File: config.mk
export PLATFORM = sky130hd
export DESIGN_NAME = iova_walker
export DESIGN_NICKNAME = d
export VERILOG_FILES = /design/src/rtl/iova_walk_pkg.sv /design/src/rtl/iova_tbl_index.sv /design/src/rtl/iova_entry_decode.sv /design/src/rtl/iova_walker.sv
export SDC_FILE = /design/constraint.sdc
export NUM_CORES = 1
export LEC_CHECK = 0
export ABC_CLOCK_PERIOD_IN_PS = 2500
export BUFFER_PORTS_ARGS = -buffer_cell sky130_fd_sc_hd__buf_2
export CAP_MARGIN = 20
export CORE_MARGIN = 2
export CORE_UTILIZATION = 45
export DETAILED_ROUTE_END_ITERATION = 8
export MAX_ROUTING_LAYER = met4
export PLACE_DENSITY = 0.73
export SKIP_LAST_GASP = 1
export SYNTH_ARGS = -nofsm -noshare
export SYNTH_HDL_FRONTEND = slang
export SYNTH_SLANG_ARGS = --single-unit
File: constraint.sdc
create_clock -name clk -period 2.5 [get_ports clk]
set_input_delay 0.125 -clock clk [delete_from_list [all_inputs] [get_ports clk]]
set_output_delay 0.125 -clock clk [all_outputs]
set_load 0.005 [all_outputs]
File: src/rtl/iova_walk_pkg.sv
package iova_walk_pkg;

    parameter int unsigned WALK_AW = 64;

    localparam int unsigned CTL_EN_BIT     = 0;
    localparam int unsigned CTL_BIGTBL_BIT = 2;
    localparam int unsigned CTL_SZ_LSB     = 16;
    localparam int unsigned CTL_SZ_W       = 3;

    localparam logic [1:0] PERM_NONE = 2'b00;
    localparam logic [1:0] PERM_RO   = 2'b01;
    localparam logic [1:0] PERM_RW   = 2'b11;

    typedef enum logic [1:0] {
        ST_IDLE,
        ST_FETCH,
        ST_WAIT_DATA,
        ST_RESPOND
    } walk_state_t;

    typedef struct packed {
        logic [WALK_AW-1:0] paddr;
        logic [1:0]         perm;
        logic               fault;
        logic               page64k;
    } xlat_rsp_t;

endpackage

File: src/rtl/iova_tbl_index.sv
module iova_tbl_index
    import iova_walk_pkg::*;
#(
    parameter int unsigned AW             = WALK_AW,
    parameter int unsigned IDX_MIN_BITS   = 10,
    parameter int unsigned SMALL_SHIFT    = 13,
    parameter int unsigned LARGE_SHIFT    = 16,
    parameter int unsigned ENTRY_BYTES_LG = 3,
    parameter int unsigned MAX_LARGE_CODE = 5
) (
    input  logic [AW-1:0]       vaddr,
    input  logic [AW-1:0]       base,
    input  logic                large_tbl,
    input  logic [CTL_SZ_W-1:0] size_code,
    output logic [AW-1:0]       entry_addr,
    output logic                code_ok
);
    localparam int unsigned SHW = $clog2(AW);

    logic [AW-1:0]  shifted;
    logic [AW-1:0]  keep_mask;
    logic [SHW-1:0] idx_bits;

    always_comb begin
        shifted    = large_tbl ? (vaddr >> LARGE_SHIFT) : (vaddr >> SMALL_SHIFT);
        idx_bits   = SHW'(IDX_MIN_BITS) + SHW'(size_code);
        keep_mask  = (AW'(1) << idx_bits) - AW'(1);
        entry_addr = base + ((shifted & keep_mask) << ENTRY_BYTES_LG);
        code_ok    = !large_tbl || (size_code <= CTL_SZ_W'(MAX_LARGE_CODE));
    end

endmodule

File: src/rtl/iova_entry_decode.sv
module iova_entry_decode
    import iova_walk_pkg::*;
#(
    parameter int unsigned AW         = WALK_AW,
    parameter int unsigned EW         = 64,
    parameter int unsigned VALID_BIT  = 63,
    parameter int unsigned BIG_BIT    = 61,
    parameter int unsigned WR_BIT     = 1,
    parameter int unsigned PA_MSB     = 40,
    parameter int unsigned SMALL_LSB  = 13,
    parameter int unsigned LARGE_LSB  = 15,
    parameter int unsigned LARGE_OFSW = 16
) (
    input  logic [EW-1:0] entry,
    input  logic [AW-1:0] vaddr,
    input  logic          wr_req,
    output xlat_rsp_t     rsp
);
    localparam logic [AW-1:0] PA_FIELD  = (AW'(1) << (PA_MSB + 1)) - AW'(1);
    localparam logic [AW-1:0] SMALL_OFS = (AW'(1) << SMALL_LSB) - AW'(1);
    localparam logic [AW-1:0] LARGE_BAS = (AW'(1) << LARGE_LSB) - AW'(1);
    localparam logic [AW-1:0] LARGE_OFS = (AW'(1) << LARGE_OFSW) - AW'(1);

    logic          ent_valid;
    logic          ent_big;
    logic          ent_wr;
    logic [AW-1:0] ent_word;

    always_comb begin
        ent_word  = AW'(entry);
        ent_valid = entry[VALID_BIT];
        ent_big   = entry[BIG_BIT];
        ent_wr    = entry[WR_BIT];

        rsp = '0;
        if (ent_valid) begin
            rsp.perm    = ent_wr ? PERM_RW : PERM_RO;
            rsp.fault   = wr_req && !ent_wr;
            rsp.page64k = ent_big;
            if (ent_big) begin
                rsp.paddr = (ent_word & PA_FIELD & ~LARGE_BAS) | (vaddr & LARGE_OFS);
            end else begin
                rsp.paddr = (ent_word & PA_FIELD & ~SMALL_OFS) | (vaddr & SMALL_OFS);
            end
        end else begin
            rsp.perm  = PERM_NONE;
            rsp.fault = 1'b1;
        end
    end

endmodule

File: src/rtl/iova_walker.sv
module iova_walker
    import iova_walk_pkg::*;
#(
    parameter int unsigned AW  = WALK_AW,
    parameter int unsigned CW  = 32,
    parameter int unsigned EW  = 64
) (
    input  logic          clk,
    input  logic          rst_n,
    input  logic          req_valid,
    output logic          req_ready,
    input  logic [AW-1:0] req_vaddr,
    input  logic          req_write,
    input  logic [CW-1:0] cfg_ctrl,
    input  logic [AW-1:0] cfg_base,
    output logic          mem_req,
    input  logic          mem_gnt,
    output logic [AW-1:0] mem_addr,
    input  logic          mem_rvalid,
    input  logic [EW-1:0] mem_rdata,
    output logic          rsp_valid,
    input  logic          rsp_ready,
    output logic [AW-1:0] rsp_paddr,
    output logic [1:0]    rsp_perm,
    output logic          rsp_fault,
    output logic          rsp_page64k
);
    walk_state_t state_q, state_d;

    logic [AW-1:0] va_q;
    logic          wr_q;
    logic [AW-1:0] maddr_q;
    xlat_rsp_t     rsp_q;

    logic          accept;
    logic          xlat_on;
    logic [AW-1:0] idx_addr;
    logic          idx_code_ok;
    xlat_rsp_t     dec_rsp;

    assign xlat_on = cfg_ctrl[CTL_EN_BIT];
    assign accept  = req_valid && (state_q == ST_IDLE);

    iova_tbl_index #(.AW(AW)) u_index (
        .vaddr      (req_vaddr),
        .base       (cfg_base),
        .large_tbl  (cfg_ctrl[CTL_BIGTBL_BIT]),
        .size_code  (cfg_ctrl[CTL_SZ_LSB +: CTL_SZ_W]),
        .entry_addr (idx_addr),
        .code_ok    (idx_code_ok)
    );

    iova_entry_decode #(.AW(AW), .EW(EW)) u_decode (
        .entry  (mem_rdata),
        .vaddr  (va_q),
        .wr_req (wr_q),
        .rsp    (dec_rsp)
    );

    // next-state selection
    always_comb begin
        state_d = state_q;
        unique case (state_q)
            ST_IDLE: begin
                if (accept) begin
                    state_d = (!xlat_on || !idx_code_ok) ? ST_RESPOND : ST_FETCH;
                end
            end
            ST_FETCH:     if (mem_gnt)    state_d = ST_WAIT_DATA;
            ST_WAIT_DATA: if (mem_rvalid) state_d = ST_RESPOND;
            ST_RESPOND:   if (rsp_ready)  state_d = ST_IDLE;
            default:                      state_d = ST_IDLE;
        endcase
    end

    // state register
    always_ff @(posedge clk or negedge rst_n) begin
        if (!rst_n) state_q <= ST_IDLE;
        else        state_q <= state_d;
    end

    // request capture and response holding
    always_ff @(posedge clk or negedge rst_n) begin
        if (!rst_n) begin
            va_q    <= '0;
            wr_q    <= 1'b0;
            maddr_q <= '0;
            rsp_q   <= '0;
        end else begin
            if (accept) begin
                va_q    <= req_vaddr;
                wr_q    <= req_write;
                maddr_q <= idx_addr;
                if (!xlat_on) begin
                    rsp_q.paddr   <= req_vaddr;
                    rsp_q.perm    <= PERM_RW;
                    rsp_q.fault   <= 1'b0;
                    rsp_q.page64k <= 1'b0;
                end else if (!idx_code_ok) begin
                    rsp_q.paddr   <= '0;
                    rsp_q.perm    <= PERM_NONE;
                    rsp_q.fault   <= 1'b1;
                    rsp_q.page64k <= 1'b0;
                end
            end
            if ((state_q == ST_WAIT_DATA) && mem_rvalid) begin
                rsp_q <= dec_rsp;
            end
        end
    end

    // outputs
    always_comb begin
        req_ready   = (state_q == ST_IDLE);
        mem_req     = (state_q == ST_FETCH);
        mem_addr    = maddr_q;
        rsp_valid   = (state_q == ST_RESPOND);
        rsp_paddr   = rsp_q.paddr;
        rsp_perm    = rsp_q.perm;
        rsp_fault   = rsp_q.fault;
        rsp_page64k = rsp_q.page64k;
    end

endmodule

==> After elaboration in Yosys (flattened, before gate mapping) <==
Index checks and enable logic that the tools add are counted.
{ "totals": {"register_bits": 151, "inputBits": 231, "out_inout_bits": 135, "word_cells": 53} }
{ "op_classes": {"add_sub_neg": 3, "order_cmp": 1, "n_eq_ne": 8, "shifts": 1, "mux": 16, "bitwise": 3, "reduce_logical": 13} }
{ "ops": {"columns": ["cell", "n"], "rows": [
  ["2-to-1 mux 68 bit", 4],
  ["adder 64 bit", 1],
  ["2-to-1 mux 64 bit", 1],
  ["AND 61 bit", 1],
  ["<< shifter 1 x 6 -> 61 bit (first input constant)", 1],
  ["subtractor 61 x 2 -> 61 bit (second input constant)", 1],
  ["2-to-1 mux 51 bit", 1],
  ["2-to-1 mux 41 bit", 1],
  ["OR 41 x 13 -> 41 bit", 1],
  ["OR 41 x 16 -> 41 bit", 1],
  ["2-to-1 mux 2 bit", 6],
  ["one-hot mux 2 bit (4 select lines)", 1],
  ["!= test 2 x 1 -> 1 bit (second input constant)", 3],
  ["adder 4 x 3 -> 5 bit (first input constant)", 1],
  ["== test 2 bit (second input constant)", 2],
  ["logical NOT 1 bit", 4],
  ["AND reduction 4 bit", 1],
  ["less-or-equal comparator 3 bit (second input constant)", 1],
  ["logical AND 1 bit", 3],
  ["2-to-1 mux 3 bit", 1],
  ["!= test 3 x 2 -> 1 bit (second input constant)", 1],
  ["== test 2 x 1 -> 1 bit (second input constant)", 1],
  ["logical NOT 2 bit", 1],
  ["logical OR 1 bit", 2],
  ["other kinds (4)", 4]
]} }

==> Logic depth before layout (Yosys ltp) <==
Gate-level depths: netlist of the first run.
{ "logic_depth": {"ltp_word": 7, "depth_mapped": 19} }

==> Hierarchy <==
From an unflattened synthesis of the first run, not the netlist that was laid out.
{ "hier_totals": {"cells_unflattened": 1293, "hier_area_um2": 13223.9} }
{ "modules_own_cells": {"columns": ["mod", "instances", "cells_per_inst", "area_per_inst_um2", "seq_area_each_um2"], "rows": [
  ["iova_walker", 1, 666, 8813.5, 4979.8],
  ["iova_tbl_index", 1, 550, 3903.7, 0.0],
  ["iova_entry_decode", 1, 77, 506.7, 0.0]
]} }

==> Least setup slack after synthesis of the first run <==
OpenSTA, ideal clock, no wires.
{ "synth_path": {"path_type": "input port to flip-flop", "from": "input cfg_ctrl[2]", "to": "register maddr_q[61], in the netlist mem_addr[61]", "setup_time_ns": 0.131, "t_arrival_ns": 3.894, "t_required_ns": 2.369, "path_slack_ns": -1.526, "path_stages": 16, "path_buffers": 3, "cell_sequence": "clkbuf_1 -> buf_1 -> clkbuf_1 -> mux2i_1 -> nor2_1 -> ha_1 -> a21oi_1 -> o21a_1 -> o22ai_1 -> or4_1 -> a21o_1 -> a21bo_2 -> a21oi_4 -> o22ai_4 -> and3_1 -> or3_1"} }
{ "synth_via": {"elab_chain_len": 3} }
{ "synth_lines": {"columns": ["item", "line", "text"], "rows": [
  ["start: declaration", "iova_walker.sv:14", "input logic [CW-1:0] cfg_ctrl,"],
  ["2-to-1 mux 51 bit", "iova_tbl_index.sv:25", "shifted = large_tbl ? (vaddr >> LARGE_SHIFT) : (vaddr >> SMALL_SHIFT);"],
  ["AND 61 bit", "iova_tbl_index.sv:28", "entry_addr = base + ((shifted & keep_mask) << ENTRY_BYTES_LG);"],
  ["adder 64 bit", "iova_tbl_index.sv:28", null],
  ["end signal: assignment", "iova_walker.sv:93", "maddr_q <= idx_addr;"],
  ["end: declaration", "iova_walker.sv:32", "logic [AW-1:0] maddr_q;"]
]} }
Every way passes these cells.
A chain may end at the register's enable or synchronous reset.

==> Worst setup path after layout of the first run <==
{ "layout_path": {"from": "input cfg_ctrl[17]", "to": "register maddr_q[24], in the netlist mem_addr[24]"} }
{ "layout_via": {"elab_chain_len": 5} }
{ "layout_lines": {"columns": ["item", "line", "text"], "rows": [
  ["adder 4 x 3 -> 5 bit", "iova_tbl_index.sv:26", "idx_bits = SHW'(IDX_MIN_BITS) + SHW'(size_code);"],
  ["<< shifter 1 x 6 -> 61 bit", "iova_tbl_index.sv:27", "keep_mask = (AW'(1) << idx_bits) - AW'(1);"],
  ["subtractor 61 x 2 -> 61 bit", "iova_tbl_index.sv:27", null],
  ["AND 61 bit", "iova_tbl_index.sv:28", null],
  ["adder 64 bit", "iova_tbl_index.sv:28", null]
]} }
Every way passes these cells.

==> impl_metrics.yaml, run 1 <==
clocking:
  cts_tree: "done"
  path_clk_slew_ns: 0.08
  ctsLongestPathBuffers: 2
  cts_max_level: 4
  clk_latency_ns: 0.44
  root_buffer: "clkbuf_16"
  cts_buffers: 17
  clock-sinks: 151
floorplan:
  ios: 366
  die_y_um: 149.4
  die_w_um: 149.4
  initial_core_util: 0.4554
  core_mm2: 0.02089
  die-area_mm2: 0.02232
  rows: 53
final_layout:
  synthToLayoutAreaGrowth_pct: 51.87
  nets: 1888
  ff_latch_area_mm2: 0.003779
  multi_input_area_mm2: 0.006148
  drive_gt1_frac: 0.3830
  final_common_cell: "buf_2"
  final_cell_mix: "301 x buf_2, 203 x nand2_1, 151 x dfrtp_1, 138 x buf_4, 88 x o21ai_0"
  fillers: 1623
logic_synthesis:
  synth_edf_count: 0
  synthFlopType: "dfrtp_1"
  async_reset_ff_frac: 1.000
  ys_ff_latch: 151
  syn-cell-area_mm2: 0.009513
  synth-adder-area-share: 0.07839
  synth-xor-area-share: 0.05248
  syn_inst: 1099
  synth.area.mux_share: 0.03078
  ys_warn_count: 0
  yosysUniqueCellTypes: 61
  synth-simple-area-share: 0.1615
  synth_compound_area_frac: 0.2410
  seq_area_frac_synth: 0.3972
  syn_area_per_cell_um2: 8.656
  synth_top_family_by_area: "compound AO/OA/AOI/OAI gates"
timing:
  drv_slew: 0
  maxSlewHeadroom: 0.4658
  period_needed_ns: 2.894
  fin_crit_sh: 1.158
  setup_violations: 40
  layout_setup_ws_ns: -0.3945
  skew_ns: 0.01264
  tightestPinTransition_ns: 0.7930
  rsz0062_at_grt: "yes"
  max_freq_mhz: 345.5
  hold_violations: 0
  fin_setup_tns_ns: -8.491
global_route:
  grt-ovfl-total: 0
  met3_usage: 0.05627
  use_met1: 0.3597
  grt_max_degree: 85
  antenna_found_initial: 3
  track_usage: 0.2940
  grt_pass1_vias: 9858
  grt_busiest_layer: "met2"
  use_met2: 0.4865
  grt_pass1_wl_um: 50490
critical_path:
  cp.required_ns: 2.81
  crit_fanout: 6
  worstSetupPathType: "in -> reg"
  crit_path_start_kind: "primary input"
  arrival_ns: 3.21
  critPathCaptureType: "register"
pwr:
  power_w: 0.01157
  power-per-cell-area_mw_per_mm2: 800.9
  leakage_nw: 7.304
  vdd_drop_max_uv: 526.1
drt:
  antenna_left: 0
  wl_per_cell_um: 17.51
  vias: 10230
  drt_iter0_markers: 547
  first_pass_iters: 6
  avgViaCountPerCell: 5.413
  drc_errors: 0
  totalWireLength_um: 33080
placement:
  numPortBuffers: 305
  place.gp.congestion: 0.9128
  dp_hpwl_um: 23770
outcome:
  status: "finished with violations"
  violations: "negative setup slack"
job:
  cap_violations: 0
min_path:
  hp-class: "in -> reg"
-- stage by stage --
stage | hold WS (ns) | cells | util | cell area, um2 | setup WS (ns)
6_report | 0.009826 | 1889 | 0.6916 | 14450 | -0.3945
5_1_grt | 0.01524 | 1889 | 0.6916 | 14450 | -0.5151
4_1_cts | 0.001005 | 1876 | 0.6734 | 14070 | -0.3168
3_5_place_dp | 0.1727 | 1770 | 0.5964 | 12460 | -0.9030
3_3_place_gp | 0.1698 | 1770 | 0.5964 | 12460 | -0.8159
2_1_floorplan | -0.1706 | 1127 | - | 9836 | -0.8231
-- path summary, 6_finish.rpt --
path / startpoint / depth (start not counted) / endpoint / slack [ns]
max: cfg_ctrl[17] / 20 / mem_addr[24] / -0.39
min: mem_rdata[26] / 3 / rsp_paddr[26] / 0.01
max reg2reg: state_q[0] / 7 / rsp_paddr[40] / 0.25
min reg2reg: mem_addr[3] / 2 / mem_addr[3] / 0.47
max in group asynchronous: rst_n / 3 / mem_addr[12] / 1.45
min in group asynchronous: rst_n / 2 / rsp_paddr[18] / 0.25
-- routing by layer --
metal	up-vias	part of all wire
met4	0	0.030
li1	4878	-
met1	4912	0.42
met5	-	0
met3	63	0.062
met2	372	0.49
-- Yosys cell counts, types with 10 or more instances --
library cell  count  area share
a21oi_1          69       0.036
mux2_2           10       0.012
nand4_1          18       0.012
nor3_1           13      0.0068
nand2_1         209       0.082
o21ai_0         133       0.070
mux2i_1          18       0.019
inv_1            28       0.011
clkbuf_1         59       0.023
a22o_1           25       0.023
dfrtp_1         151        0.40
xnor2_1          36       0.033
nand3_1          12      0.0063
nor2_1           43       0.017
a22oi_1          40       0.032
xor2_1           21       0.019
a21o_1           30       0.024
ha_1             58       0.076
-- worst max-delay path, cell delays in order --
cell      delay [ns]
buf_8           0.09
inv_6           0.03
ha_4            0.30
nor2b_4         0.16
o22ai_1         0.08
and2_4          0.15
ha_4            0.27
buf_4           0.12
nand4_1         0.13
a211o_1         0.33
buf_6           0.14
buf_6           0.10
a22o_4          0.23
buf_4           0.13
buf_4           0.16
nor3_1          0.18
nand2b_1        0.16
buf_4           0.11
xnor2_1         0.11
o21ai_1         0.08
-- what timing repair did --
item,CTS,global route
buffers inserted,18,12
gates resized for setup,75,73
endpoints found under the hold margin,122,0
setup endpoints to repair,41,47
pin swaps,49,45
hold buffers,56,0
-- power breakdown --
part	switching (W)	leakage [nW]	internal, W
combinational	0.00264	5.08	0.00223
clock	0.00130	0.301	0.00137
sequential	0.000552	1.92	0.00349
total	0.00449	7.30	0.00709
-- cell type report --
type                            count  share of cell area
Clock inverter                     15             0.01360
Multi-Input combinational cell    883              0.4256
Timing Repair Buffer              517              0.2379
Sequential cell                   151              0.2615
Antenna cell                        3           0.0005196
Clock buffer                       17             0.02944
Tap cell                          275             0.02382
Inverter                           28            0.007621
-- cells by family after synthesis --
family,Yosys count
compound gates,361
simple gates,348
flops,151
buf+inv,93
fa+ha+maj,59
xor+xnor,57
mux,28
other cells,2
-- state kept, by name, indices dropped and copies added (netlist names) --
| name | flops |
|---|---|
| rsp_paddr | 64 |
| rsp_page64k | 1 |
| state_q | 2 |
| wr_q | 1 |
| rsp_fault | 1 |
| mem_addr | 64 |
| rsp_perm | 2 |
| va_q | 16 |
Note: power is estimated with default switching activity, not from simulation.
==> run 2, diff against run 1 <==
--- a/config.mk
+++ b/config.mk
@@ -8,11 +8,13 @@
 export ABC_CLOCK_PERIOD_IN_PS = 2500
 export BUFFER_PORTS_ARGS = -buffer_cell sky130_fd_sc_hd__buf_2
 export CAP_MARGIN = 20
+export CELL_PAD_IN_SITES_DETAIL_PLACEMENT = 0
+export CELL_PAD_IN_SITES_GLOBAL_PLACEMENT = 1
 export CORE_MARGIN = 2
-export CORE_UTILIZATION = 45
+export CORE_UTILIZATION = 36
 export DETAILED_ROUTE_END_ITERATION = 8
 export MAX_ROUTING_LAYER = met4
-export PLACE_DENSITY = 0.73
+export PLACE_DENSITY = 0.8
 export SKIP_LAST_GASP = 1
 export SYNTH_ARGS = -nofsm -noshare
 export SYNTH_HDL_FRONTEND = slang
==> impl_metrics.yaml, run 2 (same netlist as run 1, synthesis figures left out) <==
pwr:
  leakage_nw: 7.433
  power-per-cell-area_mw_per_mm2: 786.8
  vdd_drop_max_uv: 449.3
critical_path:
  cpMostUsedCell: "buf_4"
  r2r_end: "rsp_paddr[40]"
  crit_fanout: 5
  cp.required_ns: 2.81
  crit_chain: "buf_8 > inv_6 > ha_4 > nand2b_4 > buf_4 > nor2_4 > ha_1 > buf_4 > nand4_1 > o22ai_2 > or4_1 > a21o_1 > a21bo_4 > a21oi_4 > o22ai_4 > and3_1 > or3_1"
  worstSetupPathType: "in -> reg"
  reg2reg_depth: 7
  path_delay_family: "simple AND/OR/NAND/NOR gates"
  crit_buf_inv: 4
  worstReg2RegStart: "state_q[0]"
  crit_path_start_kind: "primary input"
  crit_path_max_incr_delay_ns: 0.43
  critPathCaptureType: "register"
  arrival_ns: 3.27
  slowest_stage: "or4_1"
  r2r_slack_ns: 0.26
final_layout:
  final_util: 0.5660
  synthToLayoutAreaGrowth_pct: 54.61
  final_cell_mix: "301 x buf_2, 206 x nand2_1, 151 x dfrtp_1, 146 x buf_4, 88 x o21ai_0"
  diodes: 0
  nets: 1914
  drive_gt1_frac: 0.3800
  final_common_cell: "buf_2"
clocking:
  clk_latency_ns: 0.44
  root_buffer: "clkbuf_16"
  clock-sinks: 151
  cts_tree: "done"
  path_clk_slew_ns: 0.08
  cts_max_level: 4
  ctsLongestPathBuffers: 2
  cts_buffers: 17
outcome:
  violations: "design-rule violations, negative setup slack"
  status: "finished with violations"
global_route:
  use_met2: 0.3944
  track_usage: 0.2399
  grt_pass1_wl_um: 52250
  grt_busiest_layer: "met2"
  grt_max_degree: 61
  grt-ovfl-total: 0
  met3_usage: 0.04563
  grt_pass1_vias: 9763
  use_met1: 0.3069
  antenna_found_initial: 0
timing:
  fin_crit_sh: 1.182
  drv_slew: 0
  rsz0062_at_grt: "yes"
  skew_ns: 0.01258
  fin_setup_tns_ns: -9.547
  tightestPinTransition_ns: 0.6519
  maxSlewHeadroom: 0.5654
  period_needed_ns: 2.956
  max_freq_mhz: 338.3
  layout_setup_ws_ns: -0.4560
  hold_violations: 0
  setup_violations: 37
placement:
  dp_hpwl_um: 24520
  place.gp.congestion: 0.8821
  numPortBuffers: 305
drt:
  avgViaCountPerCell: 5.034
  antenna_left: 0
  drc_errors: 3
  vias: 9928
  drt_iter0_markers: 555
  wl_per_cell_um: 16.69
  totalWireLength_um: 32920
  first_pass_iters: 9
floorplan:
  die_y_um: 166.6
  die-area_mm2: 0.02774
  ios: 366
  rows: 59
  core_mm2: 0.02598
  initial_core_util: 0.3661
  die_w_um: 166.6
min_path:
  hp-class: "in -> reg"
  min_path_cells: 3
  min_to: "rsp_paddr[16]"
  worstHoldStart: "mem_rdata[16]"
job:
  cap_violations: 0
run 2: cell types whose count changed in the layout (fill, tap and decap cells not counted), sizes merged:
cell | before | now
dlygate4sd3 | 56 | 69
inv | 35 | 36
buf | 461 | 474
clkinv | 8 | 7
diode | 3 | 0
run 2: what timing repair did:
item | CTS | global route
pin swaps | 48 | 49
buffers inserted | 11 | 11
gates resized for setup | 81 | 60
endpoints found under the setup margin | 47 | 48
endpoints found under the hold margin | 121 | 0
hold buffers | 69 | 0
run 2: layout make-up:
| class | instances | area [um2] |
|---|---|---|
| multi-input cells | 883 | 6125 |
| clock inverters | 15 | 196.4 |
| inverters | 28 | 110.1 |
| fillers | 2362 | 11280 |
| flip-flops and latches | 151 | 3779 |
| repair buffers | 543 | 3654 |
| well taps | 335 | 419.2 |
| clock buffers | 17 | 425.4 |
run 2: metrics by stage:
stage	hold WS [ns]	setup WS [ns]	power [W]	cells	cell area [um2]
global placement	0.1391	-1.057	0.008434	1850	12660
global route	0.01157	-0.5285	0.01243	1972	14710
floorplan	-0.1706	-0.8231	0.006378	1127	9836
detailed placement	0.1354	-1.127	0.008540	1850	12660
CTS	0.001483	-0.4321	0.01152	1962	14340
finish	0.01340	-0.4560	0.01157	1972	14710
run 2: power breakdown:
part / leakage, nW / internal [W] / switching, W / total [W]
clock network: 0.302 / 0.00138 / 0.00134 / 0.00272
registers: 1.92 / 0.00348 / 0.000535 / 0.00402
logic: 5.21 / 0.00225 / 0.00258 / 0.00483
run 2: worst reg2reg max path: cells and delay by family (launching register included):
family | cells | cell delay (ns)
adder cells (fa/ha/maj) | 1 | 0.30
buffers and inverters | 3 | 1.02
flip-flops | 1 | 0.41
AO/OA/AOI/OAI | 2 | 0.24
AND/OR/NAND/NOR | 1 | 0.21
run 2: per-layer routing:
| layer | vias up | share of wire |
|---|---|---|
| li1 | 4915 | - |
| met1 | 4689 | 0.45 |
| met2 | 275 | 0.48 |
| met3 | 49 | 0.048 |
| met4 | 0 | 0.021 |
| met5 | - | 0 |
run 2: worst max path at each step:
stage,start,end,slack [ns],cells after the start
CTS,cfg_ctrl[17],mem_addr[50],-0.43,19
floorplan,cfg_ctrl[17],mem_addr[61],-0.82,17
global route,cfg_ctrl[17],mem_addr[61],-0.53,18
global placement,cfg_ctrl[17],mem_addr[53],-1.06,19
finish,cfg_ctrl[17],mem_addr[61],-0.46,17
detailed placement,cfg_ctrl[17],mem_addr[63],-1.13,16
